**src/rtl/pmac_pkg.sv**
```systemverilog
// Package: shared types for the carry-save polynomial multiplier.
// Assumes nothing beyond IEEE 1800-2017 enums.
package pmac_pkg;
    typedef enum logic [2:0] {
        ST_IDLE,
        ST_RUN,
        ST_FLUSH,
        ST_WRITE,
        ST_DONE
    } pmac_state_e;
endpackage

```
**src/rtl/pmac_csa.sv**
```systemverilog
// 3:2 compressor over W bits. The carry vector is shifted up one place,
// and the vacated bit 0 takes `cin`, which is used to inject +1 for a
// two's-complement negation. The carry out of the top bit is dropped
// because the arithmetic is modulo 2^W.
module pmac_csa #(
    parameter int W = 13
) (
    input  logic [W-1:0] x,
    input  logic [W-1:0] y,
    input  logic [W-1:0] z,
    input  logic         cin,
    output logic [W-1:0] s,
    output logic [W-1:0] c
);
    logic [W-1:0] maj;

    // Bitwise sum and majority: no carry crosses a bit position here.
    always_comb begin
        s   = x ^ y ^ z;
        maj = (x & y) | (x & z) | (y & z);
        c   = {maj[W-2:0], cin};
    end
endmodule

```
**src/rtl/pmac_ppgen.sv**
```systemverilog
// Partial-product former. It turns |secret| * public into two addends
// that are shifted copies of the public value (3a = 2a + a). It inverts
// them when the effective sign is negative; the accumulator adds the
// matching +1 +1 through its two carry-in slots. Assumes |secret| <= 4.
module pmac_ppgen #(
    parameter int QW = 13,
    parameter int SW = 4
) (
    input  logic [QW-1:0] pub,
    input  logic [SW-1:0] sec,
    input  logic          wrap,
    output logic [QW-1:0] t0,
    output logic [QW-1:0] t1,
    output logic          neg
);
    logic [SW-1:0] mag;
    logic [QW-1:0] r0, r1;

    // Select the shifted addends by magnitude, then apply the sign.
    always_comb begin
        mag = sec[SW-1] ? (~sec + 1'b1) : sec;
        r0  = '0;
        r1  = '0;
        if (mag == SW'(1)) begin
            r0 = pub;
        end else if (mag == SW'(2)) begin
            r0 = {pub[QW-2:0], 1'b0};
        end else if (mag == SW'(3)) begin
            r0 = {pub[QW-2:0], 1'b0};
            r1 = pub;
        end else if (mag == SW'(4)) begin
            r0 = {pub[QW-3:0], 2'b00};
        end
        neg = sec[SW-1] ^ wrap;
        t0  = neg ? ~r0 : r0;
        t1  = neg ? ~r1 : r1;
    end
endmodule

```
**src/rtl/pmac_acc.sv**
```systemverilog
// Redundant accumulator. It holds a sum/carry pair and folds in two
// addends per valid cycle through two compressor levels. Its output
// is the single carry-propagate resolution of the pair. Assumes `clr`
// and `vld` are never high together.
module pmac_acc #(
    parameter int QW = 13
) (
    input  logic          clk,
    input  logic          rst_n,
    input  logic          clr,
    input  logic          vld,
    input  logic [QW-1:0] t0,
    input  logic [QW-1:0] t1,
    input  logic          neg,
    output logic [QW-1:0] res
);
    logic [QW-1:0] sum_q, carry_q;
    logic [QW-1:0] s1, c1, s2, c2;

    pmac_csa #(.W(QW)) u_lvl1 (
        .x(sum_q), .y(carry_q), .z(t0), .cin(neg), .s(s1), .c(c1)
    );
    pmac_csa #(.W(QW)) u_lvl2 (
        .x(s1), .y(c1), .z(t1), .cin(neg), .s(s2), .c(c2)
    );

    // Keep the pair redundant: load it on valid, zero it on clear.
    always_ff @(posedge clk) begin
        if (!rst_n || clr) begin
            sum_q   <= '0;
            carry_q <= '0;
        end else if (vld) begin
            sum_q   <= s2;
            carry_q <= c2;
        end
    end

    // Final carry-propagate addition, truncated to QW bits.
    always_comb res = sum_q + carry_q;

    // the pair changes only on a valid product or a clear.
    a_r2_hold_when_idle: assert property (@(posedge clk) disable iff (!rst_n)
        (!vld && !clr) |=> ($stable(sum_q) && $stable(carry_q)));
endmodule

```
**src/rtl/pmac_ctrl.sv**
```systemverilog
// Sequencer. For each result index k it walks the public index i
// from 0 to N-1, addressing secret (k - i) mod N. It then allows one
// flush cycle for the memory latency and one write cycle. Assumes N is
// a power of two, so address subtraction wraps naturally.
module pmac_ctrl
    import pmac_pkg::*;
#(
    parameter int N  = 256,
    parameter int AW = $clog2(N)
) (
    input  logic          clk,
    input  logic          rst_n,
    input  logic          start,
    output logic [AW-1:0] pub_addr,
    output logic [AW-1:0] sec_addr,
    output logic          vld,
    output logic          wrap,
    output logic          clr,
    output logic          res_we,
    output logic [AW-1:0] res_addr,
    output logic          done
);
    localparam logic [AW-1:0] LAST = AW'(N - 1);

    pmac_state_e   state;
    logic [AW-1:0] k_q, i_q;

    // State and index counters.
    always_ff @(posedge clk) begin
        if (!rst_n) begin
            state <= ST_IDLE;
            k_q   <= '0;
            i_q   <= '0;
        end else begin
            case (state)
                ST_IDLE: if (start) begin
                    state <= ST_RUN;
                    k_q   <= '0;
                    i_q   <= '0;
                end
                ST_RUN: begin
                    i_q <= i_q + 1'b1;
                    if (i_q == LAST) state <= ST_FLUSH;
                end
                ST_FLUSH: state <= ST_WRITE;
                ST_WRITE: begin
                    if (k_q == LAST) begin
                        state <= ST_DONE;
                    end else begin
                        k_q   <= k_q + 1'b1;
                        state <= ST_RUN;
                    end
                end
                default: state <= ST_IDLE;
            endcase
        end
    end

    // Align the valid flag and wrap flag with the memory read latency.
    always_ff @(posedge clk) begin
        if (!rst_n) begin
            vld  <= 1'b0;
            wrap <= 1'b0;
        end else begin
            vld  <= (state == ST_RUN);
            wrap <= (i_q > k_q);
        end
    end

    // Address and strobe decode.
    always_comb begin
        pub_addr = i_q;
        sec_addr = k_q - i_q;
        clr      = (state == ST_WRITE);
        res_we   = (state == ST_WRITE);
        res_addr = k_q;
        done     = (state == ST_DONE);
    end

    // done never lasts more than one cycle.
    a_r5_done_single: assert property (@(posedge clk) disable iff (!rst_n)
        done |=> !done);
    // done follows directly on a write.
    a_r5_done_after_write: assert property (@(posedge clk) disable iff (!rst_n)
        done |-> $past(res_we));
    // two writes are never back to back.
    a_r4_write_spacing: assert property (@(posedge clk) disable iff (!rst_n)
        res_we |=> !res_we);
    // start during a run leaves the result index alone.
    a_r7_start_ignored: assert property (@(posedge clk) disable iff (!rst_n)
        (start && state == ST_RUN) |=> $stable(k_q));
endmodule

```
**src/rtl/polymul_csa_mac.sv**
```systemverilog
// Top level: a negacyclic polynomial multiplier with one shared,
// carry-save multiply-accumulate path. Assumes both coefficient
// memories return data one cycle after the address.
module polymul_csa_mac #(
    parameter int N  = 256,
    parameter int QW = 13,
    parameter int SW = 4,
    parameter int AW = $clog2(N)
) (
    input  logic          clk,
    input  logic          rst_n,
    input  logic          start,
    output logic          done,
    output logic [AW-1:0] pub_addr,
    input  logic [QW-1:0] pub_data,
    output logic [AW-1:0] sec_addr,
    input  logic [SW-1:0] sec_data,
    output logic          res_we,
    output logic [AW-1:0] res_addr,
    output logic [QW-1:0] res_data
);
    logic          vld, wrap, clr, neg;
    logic [QW-1:0] t0, t1;

    pmac_ctrl #(.N(N), .AW(AW)) u_ctrl (
        .clk(clk), .rst_n(rst_n), .start(start),
        .pub_addr(pub_addr), .sec_addr(sec_addr),
        .vld(vld), .wrap(wrap), .clr(clr),
        .res_we(res_we), .res_addr(res_addr), .done(done)
    );

    pmac_ppgen #(.QW(QW), .SW(SW)) u_ppgen (
        .pub(pub_data), .sec(sec_data), .wrap(wrap),
        .t0(t0), .t1(t1), .neg(neg)
    );

    pmac_acc #(.QW(QW)) u_acc (
        .clk(clk), .rst_n(rst_n), .clr(clr), .vld(vld),
        .t0(t0), .t1(t1), .neg(neg), .res(res_data)
    );

    // only secret coefficients in -4..+4 are consumed.
    a_r3_secret_range: assert property (@(posedge clk) disable iff (!rst_n)
        vld |-> ($signed(sec_data) >= -4 && $signed(sec_data) <= 4));
endmodule

```
**config.mk**
```make
export PLATFORM = sky130hd
export DESIGN_NAME = polymul_csa_mac
export DESIGN_NICKNAME = d
export VERILOG_FILES = /design/src/rtl/pmac_pkg.sv /design/src/rtl/pmac_csa.sv /design/src/rtl/pmac_ppgen.sv /design/src/rtl/pmac_acc.sv /design/src/rtl/pmac_ctrl.sv /design/src/rtl/polymul_csa_mac.sv
export SDC_FILE = /design/constraint.sdc
export NUM_CORES = 1
export LEC_CHECK = 0
export ABC_AREA = 0
export BUFFER_PORTS_ARGS = -buffer_cell sky130_fd_sc_hd__buf_2
export CAP_MARGIN = 30
export CORE_ASPECT_RATIO = 0.8
export CORE_UTILIZATION = 43
export DETAILED_ROUTE_END_ITERATION = 10
export GPL_ROUTABILITY_DRIVEN = 0
export GPL_TIMING_DRIVEN = 0
export SYNTH_ARGS = -nofsm -noshare
export SYNTH_HDL_FRONTEND = slang
export SYNTH_SLANG_ARGS = --single-unit
```
**constraint.sdc**
```tcl
create_clock -name clk -period 8.4 [get_ports clk]
set_input_delay 1.68 -clock clk [delete_from_list [all_inputs] [get_ports clk]]
set_output_delay 1.68 -clock clk [all_outputs]
set_load 0.02 [all_outputs]
```
==> metrics.md <==
| Metric | Value |
|---|---|
| Final Cell Area | `0.004403 mm²` |
| Worst-margin pin slew | `0.8601 ns` |
| Post-synthesis sequential area ratio | `0.2428` |
| Routed vias/inst | `5.359` |
| Type of the worst min-delay path | `reg -> reg` |
| Register-to-register setup slack | `5.80 ns` |
| Final wirelength | `9008 µm` |
| Postcts setup bufs | `0` |
| Dpl cell area | `0.004290 mm²` |
| Die Wd | `108.1 µm` |
| Post-Syn Instances | `430` |
| Initial Utilization | `0.4508` |
| Hold path cells | `1` |
| CTS Hold Bufs | `0` |
| Ys flop type | `dfxtp_1` |
| Final Slew Violations | `0` |
| Antenna viol nets, final | `0` |
| WL per Instance | `14.89 µm` |
| Max-Slew Margin vs Limit | `0.4266` |
| Dominant cell by count in the synthesized netlist | `dfxtp_1` |
| Status | `completed` |
| Die area | `0.009397 mm²` |
| # diodes | `0` |
| Syn-to-layout area delta | `13.63%` |
| # DRC | `0` |
| CP required | `8.57 ns` |
| Pin count of the biggest net entering global routing | `16` |
| Overall Global Routing Usage | `0.2086` |
| Inst Count DP | `597` |
| CP arrival | `4.71 ns` |
| Yosys reg bits | `47` |
| CTS tree | `done` |
| Initial antenna violation count | `0` |
| R2r worst-path depth | `7` |
| IO Pins | `59` |
| Final Util | `0.5122` |
| Total gr overflow | `0` |
| Worst-skew pair later-pin latency | `0.31 ns` |
| CP Launch Type | `input pin` |
| Mean Syn Cell Area | `9.012 µm²` |
| Share of cells above drive strength 1 | `0.1582` |
| Number of global-route vias before repair | `2958` |
| CP endpoint kind | `flip-flop` |
| Largest area contributor in the netlist | `dfxtp_1` |
| H-tree levels | `2` |
| Unrepaired setup endpoints after global routing | `false` |
| Final Hold Viols | `0` |
| Warnings, synthesis | `0` |
| Achievable frequency | `220.3 MHz` |
| Gates resized, CTS repair | `0` |
| Synth Cell Area | `0.003875 mm²` |
| Vias | `3242` |
| Post-synth top area share | `0.2428` |
| Num rows | `30` |
| First-pass GRT wire length | `15240 µm` |
| LEAKAGE | `1.970 nW` |
| Sum Neg Setup Slack | `0 ns` |
| Post-synth EDFFs | `0` |
| Synth top cells by count | `dfxtp_1, nor2_1, xor2_1, nand2_1, inv_1` |
| Asr flop ratio synth | `0` |
| Syn Nets | `500` |
| Initial DRC Count | `262` |
| Peak VDD IR | `0.08344 mV` |
| Finished Layout Cells | `605` |
| Max Cap Viol | `0` |
| Post-route clock period utilization | `0.5404` |
| HP Start | `u_ctrl.pub_addr[3]` |
| Die Height | `86.91 µm` |
| CTS root buf | `clkbuf_8` |
| Crit Path Category | `in -> reg` |
| DP HPWL | `7199 µm` |
| Minimum clock period | `4.540 ns` |
| Synth cell types | `57` |
| R2r startpoint | `u_ctrl.wrap` |
| Total CTS buffers | `5` |
| Drt first pass iters | `8` |
| Final Skew | `0.01203 ns` |
| Worst Hold Endpoint | `u_ctrl.pub_addr[3]` |
| Pwr Density | `151.7 mW/mm²` |
| Worst Path Max Fanout | `10` |
| Final setup viols | `0` |
| Area contributors post-synth | `dfxtp_1, fa_1, ha_1, xor2_1, mux2i_1` |
| Layout net count | `562` |
| Port bufs | `55` |
| Clock Sinks | `47` |
| Worst reg2reg endpoint | `u_acc.sum_q[11]` |
| Bufs on Longest Clock Path | `2` |
| Clock transition at path regs | `0.10 ns` |
| Core Footprint | `0.008596 mm²` |
[area by class of cell]
class	count	area (µm²)
timing repair buffer	55	275.3
inverter	30	112.6
sequential	47	940.9
buffer	17	106.4
tap	112	140.1
clock buffer	5	68.82
fill	851	4193
multi-input combinational	336	2715
clock inverter	3	43.79
[where the power goes]
part / internal [mW] / leakage, nW / total (mW) / switching (mW)
sequential: 0.236 / 0.381 / 0.250 / 0.0146
combinational: 0.106 / 1.53 / 0.245 / 0.139
clock: 0.0888 / 0.0581 / 0.173 / 0.0837
[worst max path at each step]
stage,startpoint,endpoint,slack (ns),cells past startpoint
after floorplan,sec_data[0],u_acc.sum_q[4],3.88,12
after global placement,sec_data[0],u_acc.sum_q[9],3.62,13
after detailed placement,sec_data[0],u_acc.sum_q[9],3.54,13
after CTS,sec_data[0],u_acc.sum_q[9],3.86,13
after global routing,sec_data[0],u_acc.sum_q[2],3.66,13
final,sec_data[0],u_acc.sum_q[9],3.86,13
[per-layer routing]
metal,vias to the layer above,share of wire,global-route usage
met1,1529,0.52,0.3268
met3,9,0.054,0.02917
met5,-,0,0
li1,1609,-,-
met2,95,0.42,0.3069
met4,0,0.0036,0.02864
[cells by family after synthesis]
group                      after synthesis  synth area share
DFF                                     47            0.2428
muxes                                   27           0.06975
adders and majority gates               50            0.2099
buffers and inverters                   47           0.05650
xor gates and xnor gates                51            0.1192
AOI/OAI and AO/OA                       83            0.1495
and+or+nand+nor                        125            0.1524
[worst max-delay path, stage by stage]
cell	delay [ns]
clkbuf_2	0.17
inv_1	0.10
ha_1	0.25
xor2_2	0.18
a41oi_1	0.29
a21oi_2	0.13
buf_6	0.15
a222oi_1	0.32
xor2_1	0.27
fa_1	0.49
fa_1	0.48
mux2i_1	0.14
nor2_1	0.05
[layout by cell type, fill, tap and decap left out, types with 3 or more instances in the layout]
master	count
o21ai_0	10
nand4_1	6
clkbuf_8	5
nand3_1	7
o21ai_1	8
nor2b_1	6
buf_2	58
fa_1	25
and2_1	4
a21boi_1	4
xor2_1	34
and3_1	5
dfxtp_1	47
mux2i_1	27
nor2_1	46
a222oi_1	10
a21oi_1	17
a21o_1	6
o21a_1	3
inv_1	30
nor3_1	4
nand2_1	33
clkbuf_1	5
buf_6	4
xnor2_1	15
ha_1	25
nand2b_1	4
a211oi_1	4
a31oi_1	3
[through the flow]
stage          total power, mW  worst slack [ns]  hold slack (ns)
3_5_place_dp            0.5033             3.540           0.4754
5_1_grt                 0.7217             3.655           0.5221
2_1_floorplan           0.4408             3.883           0.4724
6_report                0.6679             3.860           0.5055
4_1_cts                 0.6747             3.855           0.5007
3_3_place_gp            0.4974             3.616           0.4691
[state kept, by name, summed over array words and instances (netlist names)]
signal	count
u_ctrl.state	3
u_ctrl.wrap	1
u_acc.sum_q	13
u_ctrl.vld	1
u_ctrl.res_addr	8
u_ctrl.pub_addr	8
u_acc.carry_q	13
Power figures use the tool's default switching activity.
